### config.mk
export PLATFORM = sky130hd
export DESIGN_NAME = monport_top
export DESIGN_NICKNAME = d
export VERILOG_FILES = /design/src/rtl/monport_pkg.sv /design/src/rtl/monport_datapath.sv /design/src/rtl/monport_ctrl.sv /design/src/rtl/monport_top.sv
export SDC_FILE = /design/constraint.sdc
export NUM_CORES = 1
export LEC_CHECK = 0
export ABC_AREA = 1
export BUFFER_PORTS_ARGS = -buffer_cell sky130_fd_sc_hd__clkbuf_2
export CAP_MARGIN = 20
export CORE_MARGIN = 8
export CORE_UTILIZATION = 54
export CTS_BUF_LIST = sky130_fd_sc_hd__clkbuf_8
export CTS_CLUSTER_SIZE = 16
export DETAILED_ROUTE_END_ITERATION = 10
export GPL_TIMING_DRIVEN = 1
export PLACE_DENSITY = 0.79
export SLEW_MARGIN = 20
export SYNTH_ARGS = -nofsm -noshare
export SYNTH_HDL_FRONTEND = slang
export SYNTH_HIERARCHICAL = 1
export SYNTH_SLANG_ARGS = --single-unit
### constraint.sdc
create_clock -name clk -period 2.5 [get_ports clk]
set_input_delay 0.25 -clock clk [delete_from_list [all_inputs] [get_ports clk]]
set_output_delay 0.25 -clock clk [all_outputs]
set_load 0.05 [all_outputs]
### src/rtl/monport_pkg.sv
package monport_pkg;

  typedef enum logic [1:0] {
    ST_IDLE = 2'd0,
    ST_RX   = 2'd1,
    ST_HOLD = 2'd2,
    ST_TX   = 2'd3
  } portState_e;

  // strobes from control to datapath
  typedef struct packed {
    logic armHalf;    // reload timer with half a bit period
    logic armFull;    // reload timer with a full bit period
    logic loadTx;     // load a character frame for sending
    logic loadBreak;  // load the all-low echo frame
    logic shiftRx;    // capture one received data bit
    logic shiftTx;    // advance the transmit frame
    logic stepIdx;    // advance bit index
    logic clrIdx;     // clear bit index
  } ctlStrobe_t;

  localparam int FRAME_BITS = 10;
  localparam int DATA_BITS  = 8;

endpackage

### src/rtl/monport_datapath.sv
module monport_datapath
  import monport_pkg::*;
#(
  parameter int DIV_LO = 512,
  parameter int DIV_HI = 1024
) (
  input  logic                   clk,
  input  logic                   rst_n,
  input  logic                   selHigh,
  input  logic                   hvEntry,
  input  logic                   lineIn,
  input  logic [DATA_BITS-1:0]   txData,
  input  ctlStrobe_t             strobe,
  output logic                   tick,
  output logic                   fall,
  output logic                   lineBit,
  output logic [3:0]             bitIdx,
  output logic [DATA_BITS-1:0]   rxByte,
  output logic                   txBit,
  output logic                   divHigh
);

  localparam int CNT_W = $clog2(DIV_HI) + 1;

  logic [CNT_W-1:0]      bitCnt;
  logic [CNT_W-1:0]      fullM1;
  logic [CNT_W-1:0]      halfM1;
  logic                  syncA;
  logic                  syncB;
  logic                  prevBit;
  logic [FRAME_BITS-1:0] txShift;

  // ratio is captured while reset is held and frozen afterwards
  always_ff @(posedge clk) begin
    if (!rst_n) divHigh <= selHigh | hvEntry;
  end

  assign fullM1 = divHigh ? CNT_W'(DIV_HI - 1)     : CNT_W'(DIV_LO - 1);
  assign halfM1 = divHigh ? CNT_W'(DIV_HI / 2 - 1) : CNT_W'(DIV_LO / 2 - 1);

  // line synchronizer and falling-edge detect
  always_ff @(posedge clk) begin
    if (!rst_n) begin
      syncA   <= 1'b1;
      syncB   <= 1'b1;
      prevBit <= 1'b1;
    end else begin
      syncA   <= lineIn;
      syncB   <= syncA;
      prevBit <= syncB;
    end
  end

  assign lineBit = syncB;
  assign fall    = prevBit & ~syncB;

  // bit timer
  always_ff @(posedge clk) begin
    if (!rst_n)                 bitCnt <= '0;
    else if (strobe.armHalf)    bitCnt <= halfM1;
    else if (strobe.armFull)    bitCnt <= fullM1;
    else if (bitCnt == '0)      bitCnt <= fullM1;
    else                        bitCnt <= bitCnt - 1'b1;
  end

  assign tick = (bitCnt == '0);

  always_ff @(posedge clk) begin
    if (!rst_n)               bitIdx <= '0;
    else if (strobe.clrIdx)   bitIdx <= '0;
    else if (strobe.stepIdx)  bitIdx <= bitIdx + 1'b1;
  end

  always_ff @(posedge clk) begin
    if (!rst_n)               rxByte <= '0;
    else if (strobe.shiftRx)  rxByte <= {lineBit, rxByte[DATA_BITS-1:1]};
  end

  always_ff @(posedge clk) begin
    if (!rst_n)                 txShift <= '1;
    else if (strobe.loadTx)     txShift <= {1'b1, txData, 1'b0};
    else if (strobe.loadBreak)  txShift <= '0;
    else if (strobe.shiftTx)    txShift <= {1'b1, txShift[FRAME_BITS-1:1]};
  end

  assign txBit = txShift[0];

endmodule

### src/rtl/monport_ctrl.sv
module monport_ctrl
  import monport_pkg::*;
(
  input  logic                 clk,
  input  logic                 rst_n,
  input  logic                 tick,
  input  logic                 fall,
  input  logic                 lineBit,
  input  logic [3:0]           bitIdx,
  input  logic [DATA_BITS-1:0] rxByte,
  input  logic                 txBit,
  input  logic                 txValid,
  output ctlStrobe_t           strobe,
  output logic                 lineOut,
  output logic                 lineOe,
  output logic                 txReady,
  output logic                 rxValid,
  output logic                 rxFrameErr
);

  localparam logic [3:0] STOP_IDX = 4'(FRAME_BITS - 1);

  portState_e state, nextState;

  always_ff @(posedge clk) begin
    if (!rst_n) state <= ST_IDLE;
    else        state <= nextState;
  end

  always_comb begin
    nextState  = state;
    strobe     = '0;
    rxValid    = 1'b0;
    rxFrameErr = 1'b0;
    unique case (state)
      ST_IDLE: begin
        strobe.clrIdx = 1'b1;
        if (txValid) begin
          strobe.loadTx  = 1'b1;
          strobe.armFull = 1'b1;
          nextState      = ST_TX;
        end else if (fall) begin
          strobe.armHalf = 1'b1;
          nextState      = ST_RX;
        end
      end
      ST_RX: begin
        if (tick) begin
          if (bitIdx == '0) begin
            if (lineBit) nextState = ST_IDLE;   // glitch, not a start bit
            else         strobe.stepIdx = 1'b1;
          end else if (bitIdx != STOP_IDX) begin
            strobe.shiftRx = 1'b1;
            strobe.stepIdx = 1'b1;
          end else if (lineBit) begin
            rxValid   = 1'b1;
            nextState = ST_IDLE;
          end else if (rxByte == '0) begin
            strobe.armFull = 1'b1;
            strobe.clrIdx  = 1'b1;
            nextState      = ST_HOLD;
          end else begin
            rxFrameErr = 1'b1;
            nextState  = ST_IDLE;
          end
        end
      end
      ST_HOLD: begin
        if (tick) begin
          if (bitIdx == 4'd1) begin
            strobe.loadBreak = 1'b1;
            strobe.clrIdx    = 1'b1;
            nextState        = ST_TX;
          end else begin
            strobe.stepIdx = 1'b1;
          end
        end
      end
      ST_TX: begin
        if (tick) begin
          if (bitIdx == STOP_IDX) begin
            nextState = ST_IDLE;
          end else begin
            strobe.shiftTx = 1'b1;
            strobe.stepIdx = 1'b1;
          end
        end
      end
      default: nextState = ST_IDLE;
    endcase
  end

  assign lineOe  = (state == ST_TX) || (state == ST_HOLD);
  assign lineOut = (state == ST_TX) ? txBit : 1'b1;
  assign txReady = (state == ST_IDLE);

endmodule

### src/rtl/monport_top.sv
module monport_top
  import monport_pkg::*;
#(
  parameter int DIV_LO = 512,
  parameter int DIV_HI = 1024
) (
  input  logic       clk,
  input  logic       rst_n,
  input  logic       selHigh,
  input  logic       hvEntry,
  input  logic       lineIn,
  output logic       lineOut,
  output logic       lineOe,
  output logic [7:0] rxData,
  output logic       rxValid,
  output logic       rxFrameErr,
  input  logic [7:0] txData,
  input  logic       txValid,
  output logic       txReady
);

  ctlStrobe_t strobe;
  logic       tick;
  logic       fall;
  logic       lineBit;
  logic [3:0] bitIdx;
  logic       txBit;
  logic       divHigh;

  monport_datapath #(.DIV_LO(DIV_LO), .DIV_HI(DIV_HI)) u_dp (
    .clk(clk), .rst_n(rst_n), .selHigh(selHigh), .hvEntry(hvEntry),
    .lineIn(lineIn), .txData(txData), .strobe(strobe), .tick(tick),
    .fall(fall), .lineBit(lineBit), .bitIdx(bitIdx), .rxByte(rxData),
    .txBit(txBit), .divHigh(divHigh)
  );

  monport_ctrl u_ctrl (
    .clk(clk), .rst_n(rst_n), .tick(tick), .fall(fall), .lineBit(lineBit),
    .bitIdx(bitIdx), .rxByte(rxData), .txBit(txBit), .txValid(txValid),
    .strobe(strobe), .lineOut(lineOut), .lineOe(lineOe), .txReady(txReady),
    .rxValid(rxValid), .rxFrameErr(rxFrameErr)
  );

endmodule

Word-level counts from Yosys, hierarchy flattened
Cells that the tools add are included.

Shifts and indexed selects: 0. Divide/modulo/power cells: 0. $mul: 0. Add/sub/neg operators: 2. Muxes and demuxes: 61. Reduce and logical (&&, ||, !) cells: 10. Eq/ne operators: 14. $lt $le $gt $ge: 0. Bitwise gates (word level): 4.

Operators by type and width (number): $mux W2 (17); $mux W11 (3); $mux W1 (32); $mux W10 (3); $mux W9 (2); $logic_not A11 Y1 (1); $sub A11 B1 Y11 const B (1); $logic_not A8 Y1 (1); $pmux W2 S4 (1); $reduce_and A8 Y1 (1); $ne A2 B2 Y1 const B (3); $ne A3 B2 Y1 const B (2); $pmux W1 S3 (2); $add A4 B1 Y4 const B (1); $eq A2 B2 Y1 const B (2); $eq A4 B1 Y1 const B (1); $eq A4 B4 Y1 const B (1); $logic_not A4 Y1 (1); $ne A2 B1 Y1 const B (2); $ne A4 B4 Y1 const B (1); $reduce_or A2 Y1 (2); $ne A3 B3 Y1 const B (1); $reduce_bool A3 Y1 (1); $eq A2 B1 Y1 const B (1); other kinds (7) (8).

Bits of input ports: 14. Register bits: 39. Bits in latches: 0. RAM bits: 0. Output and inout port bits: 13. Memory bits (read-only): 0. Memories: 0.

Longest topological paths before layout
Depth after elaboration: 9. Gate-level depth with buffers: 12. Gate-level depth less buffers: 12.

Hierarchy
Netlist, hierarchy kept.

Modules (own cells, without submodules): monport_datapath (area an instance 1630.3 um2, sequential area each 750.7 um2, instances 1, cells each 214); monport_ctrl (area an instance 364.1 um2, sequential area each 40.0 um2, instances 1, cells each 74).

Worst setup path after synthesis
OpenSTA, ideal clock, no wires.

Kind: register to output. From: reg u_dp.bitCnt[0]. To: out rxFrameErr. Data arrival time: 2364 ps. Data required time: 2250 ps. Stages on the path, launching flop included: 7. Path buffers: 0. Slack: -114 ps. Path through: dfxtp_1 > inv_1 > ha_1 > nand3_2 > nor2_4 > nand2_1 > nor4_1.

Word-level cells in the longest chain between the ends: 3.

RTL lines: start, declared (line monport_datapath.sv:25) `logic [CNT_W-1:0] bitCnt;`; start signal, assigned (line monport_datapath.sv:60) `else if (strobe.armHalf) bitCnt <= halfM1;`; start signal, assigned (line monport_datapath.sv:61) `else if (strobe.armFull) bitCnt <= fullM1;`; start signal, assigned (line monport_datapath.sv:62) `else if (bitCnt == '0) bitCnt <= fullM1;`; $logic_not A11 Y1 (line monport_datapath.sv:66) `assign tick = (bitCnt == '0);`; net tick (line monport_top.sv:23) `logic tick;`; $mux W1 (line monport_ctrl.sv:48) `if (tick) begin`; $mux W1 (line monport_ctrl.sv:35) `unique case (state)`; end, declared (line monport_top.sv:16) `output logic rxFrameErr,`.

The timed path passes the listed nets, and every way through them passes these cells.

==> flow_summary.toml <==
[worst_setup_path]
critical_path.slowest_cell = "dfxtp_1"
r2r_cells = 11
critPathLaunch = "u_dp/bitCnt[0]"
worst-r2r-setup-slack_ns = 0.44
required_ns = 2.75
cp-end-kind = "flop"
critPathArrivalTime_ns = 2.31
critPathKind = "reg2reg"
slowest_delay_ns = 0.30
rr_startpoint = "u_dp/bitCnt[0]"
cp_top_family = "simple AND/OR/NAND/NOR gates"
crit_end = "u_dp/txShift[8]"
critPathBufInv = 3
cp.depth = 11
start_kind = "flop"
cp_max_fo = 8
crit_chain = "inv_1, ha_1, nand3_2, nor2_4, inv_1, nor4_1, buf_4, nor2_1, nor2_2, nand3_1, nand3_1"
r2r_end = "u_dp/txShift[8]"

[power]
power_mw = 2.21
peakVddDrop_v = 0.000547
p_sw_mw = 0.844
power_density_mw_per_mm2 = 952
p_comb_share_pct = 36.7
intPower_mw = 1.36
clkPwrFrac_pct = 25.2
p_leak_nw = 1.12
swShare_pct = 38.2
seqPwrFrac_pct = 38.1

[synthesis]
synthMuxAreaShare_pct = 0
synth_area_sq_mm = 0.00199
synth.area.top_cells = "dfxtp_1 (38%), nor2_1 (10%), nand2_1 (9.0%)"
yosys-top-cells-count = "nor2_1 (53), nand2_1 (48), dfxtp_1 (38), inv_1 (34), nand3_1 (22)"
ys_types = 29
synth_top_area_share_pct = 38.1
yosys_warnings = 6
synth_top_family_by_area = "simple AND/OR/NAND/NOR gates"
yosys_register_bits = 39
synth-edff-count = 1
syn-num-nets = 305
syn_inst = 288
synth_compound_area_share_pct = 9.10
ys_dominant_reg_cell = "dfxtp_1"
ys_seq_area_share_pct = 39.6
synthSimpleGateAreaFrac_pct = 39.1
async_flop_share_pct = 0
yosysTopAreaCell = "dfxtp_1"
synthAdderAreaFrac_pct = 1.88
avgSynthCellArea_sq_um = 6.93
synth_most_common_cell = "nor2_1"
synth-xor-area-share_pct = 2.20

[routing]
drc = 0
vias = 1834
postRouteAntennaNets = 0
via_per_inst = 4.96
routed_wl_mm = 3.98
dr.pass1.iters = 4
wl_per_cell_um = 10.7
drt_iter0_markers = 63

[grt]
grt_max_degree = 19
grt_pass1_vias = 1698
grt_pass1_wl_mm = 6.96
antenna_found_initial = 0
grt_usage_pct = 14.1
grt-ovfl-total = 0

[timing]
finalCriticalPeriod_ns = 2.06
fin_worst_skew_ns = 0.00656
rsz0062_at_grt = "no"
final-setup-viol-count = 0
hold_ws_ns = 0.130
final.period_utilization_pct = 82.5
worst-slew-pin-transition_ns = 0.594
fmax_mhz = 485
setup-tns-final_ns = 0
max_slew_margin_pct = 60.4
finalHoldViolations = 0
drv_slew = 0

[clocking]
clock_latency_ns = 0.30
clock_sinks = 39
cts_buffer_depth = 2
htreeDepth = 2
clk_pin_slew_ns = 0.08
numCtsBuffers = 5
cts_tree = "done"
postCtsSetupBuffers = 0
root_buffer = "clkbuf_8"
cts_hold_buf = 0
ctsResizeCount = 0

[finish]
layout-drive-gt1-share_pct = 23.0
area_growth_pct = 16.2
layout.nets = 338
antenna_cells = 0
multiInputGateArea_sq_mm = 0.00105
seq_area_sq_um = 791
nFillCells = 330

[floorplanning]
io_pins = 27
die_area_sq_mm = 0.00589
start_util_pct = 55.3
die_width_um = 76.8
die_h_um = 76.8
core-area_sq_mm = 0.00361
placementRows = 22

[place]
io_buffers = 26
place_congestion = 0.855
dpl.hpwl_mm = 3.02

[status]
status = "completed"

[hold_path]
min_path_type = "in2reg"

[flow_run]
cap_violations = 0
layout make-up:
cell class,count,share of cell area (%)
inverters,36,5.83
clock inverters,2,1.67
repair buffers,30,6.91
multi-input cells,209,45.3
well taps,48,2.59
flip-flops and latches,39,34.1
clock buffers,6,3.56
sequential cells by signal, indices dropped and copies added, names as in the netlist:
name          count
u_dp/lineBit      1
u_dp/bitIdx       4
u_dp/prevBit      1
u_dp/bitCnt      11
u_ctrl/state      2
u_dp/divHigh      1
u_dp/txShift     10
u_dp/rxByte       8
u_dp/syncA        1
layout by cell type, fill, tap and decap left out, types with 4 or more instances in the layout:
cell type / n
nor2_1: 53
nand2_1: 48
dfxtp_1: 38
inv_1: 34
clkbuf_2: 26
nand3_1: 22
nor2_2: 18
o21ai_0: 16
a21oi_1: 15
clkbuf_8: 6
nor3_1: 5
or2_2: 5
buf_4: 4
o21ai_1: 4
cell families after synthesis:
group / after synthesis
adder cells (fa/ha/maj): 3
AO/OA/AOI/OAI: 36
AND/OR/NAND/NOR: 165
XOR/XNOR: 5
buffers and inverters: 40
flip-flops: 39
power by group through the flow:
| stage | clock [mW] | combinational [mW] | sequential [mW] |
|---|---|---|---|
| 6_report | 0.556 | 0.810 | 0.840 |
| 5_1_grt | 0.595 | 0.927 | 0.858 |
| 4_1_cts | 0.573 | 0.815 | 0.840 |
| 3_5_place_dp | 0 | 0.811 | 0.853 |
| 3_3_place_gp | 0 | 0.800 | 0.851 |
| 2_1_floorplan | 0 | 0.680 | 0.833 |
through the flow:
stage	util, %	std cells	cell area, sq um	worst slack [ns]
after floorplan	-	288	2000	0.274
after global placement	60.9	362	2200	0.523
after detailed placement	60.9	362	2200	0.458
after CTS	64.3	370	2320	0.435
after global routing	64.3	370	2320	0.242
final	64.3	370	2320	0.438
how the worst min path moves through the flow:
stage                from           end  depth (start not counted)
2_1_floorplan      lineIn    u_dp/syncA                          1
3_3_place_gp   u_dp/syncA  u_dp/lineBit                          1
3_5_place_dp   u_dp/syncA  u_dp/lineBit                          1
4_1_cts            lineIn    u_dp/syncA                          2
5_1_grt            lineIn    u_dp/syncA                          2
6_report           lineIn    u_dp/syncA                          2
per-layer routing:
layer,up-vias,routed length (um),track usage [%]
met5,-,0,0
met4,0,75,7.88
met3,7,149,3.85
met2,32,1860,22.9
met1,817,1900,16.3
li1,978,-,-
No activity file was read; power rests on OpenSTA's default activity.
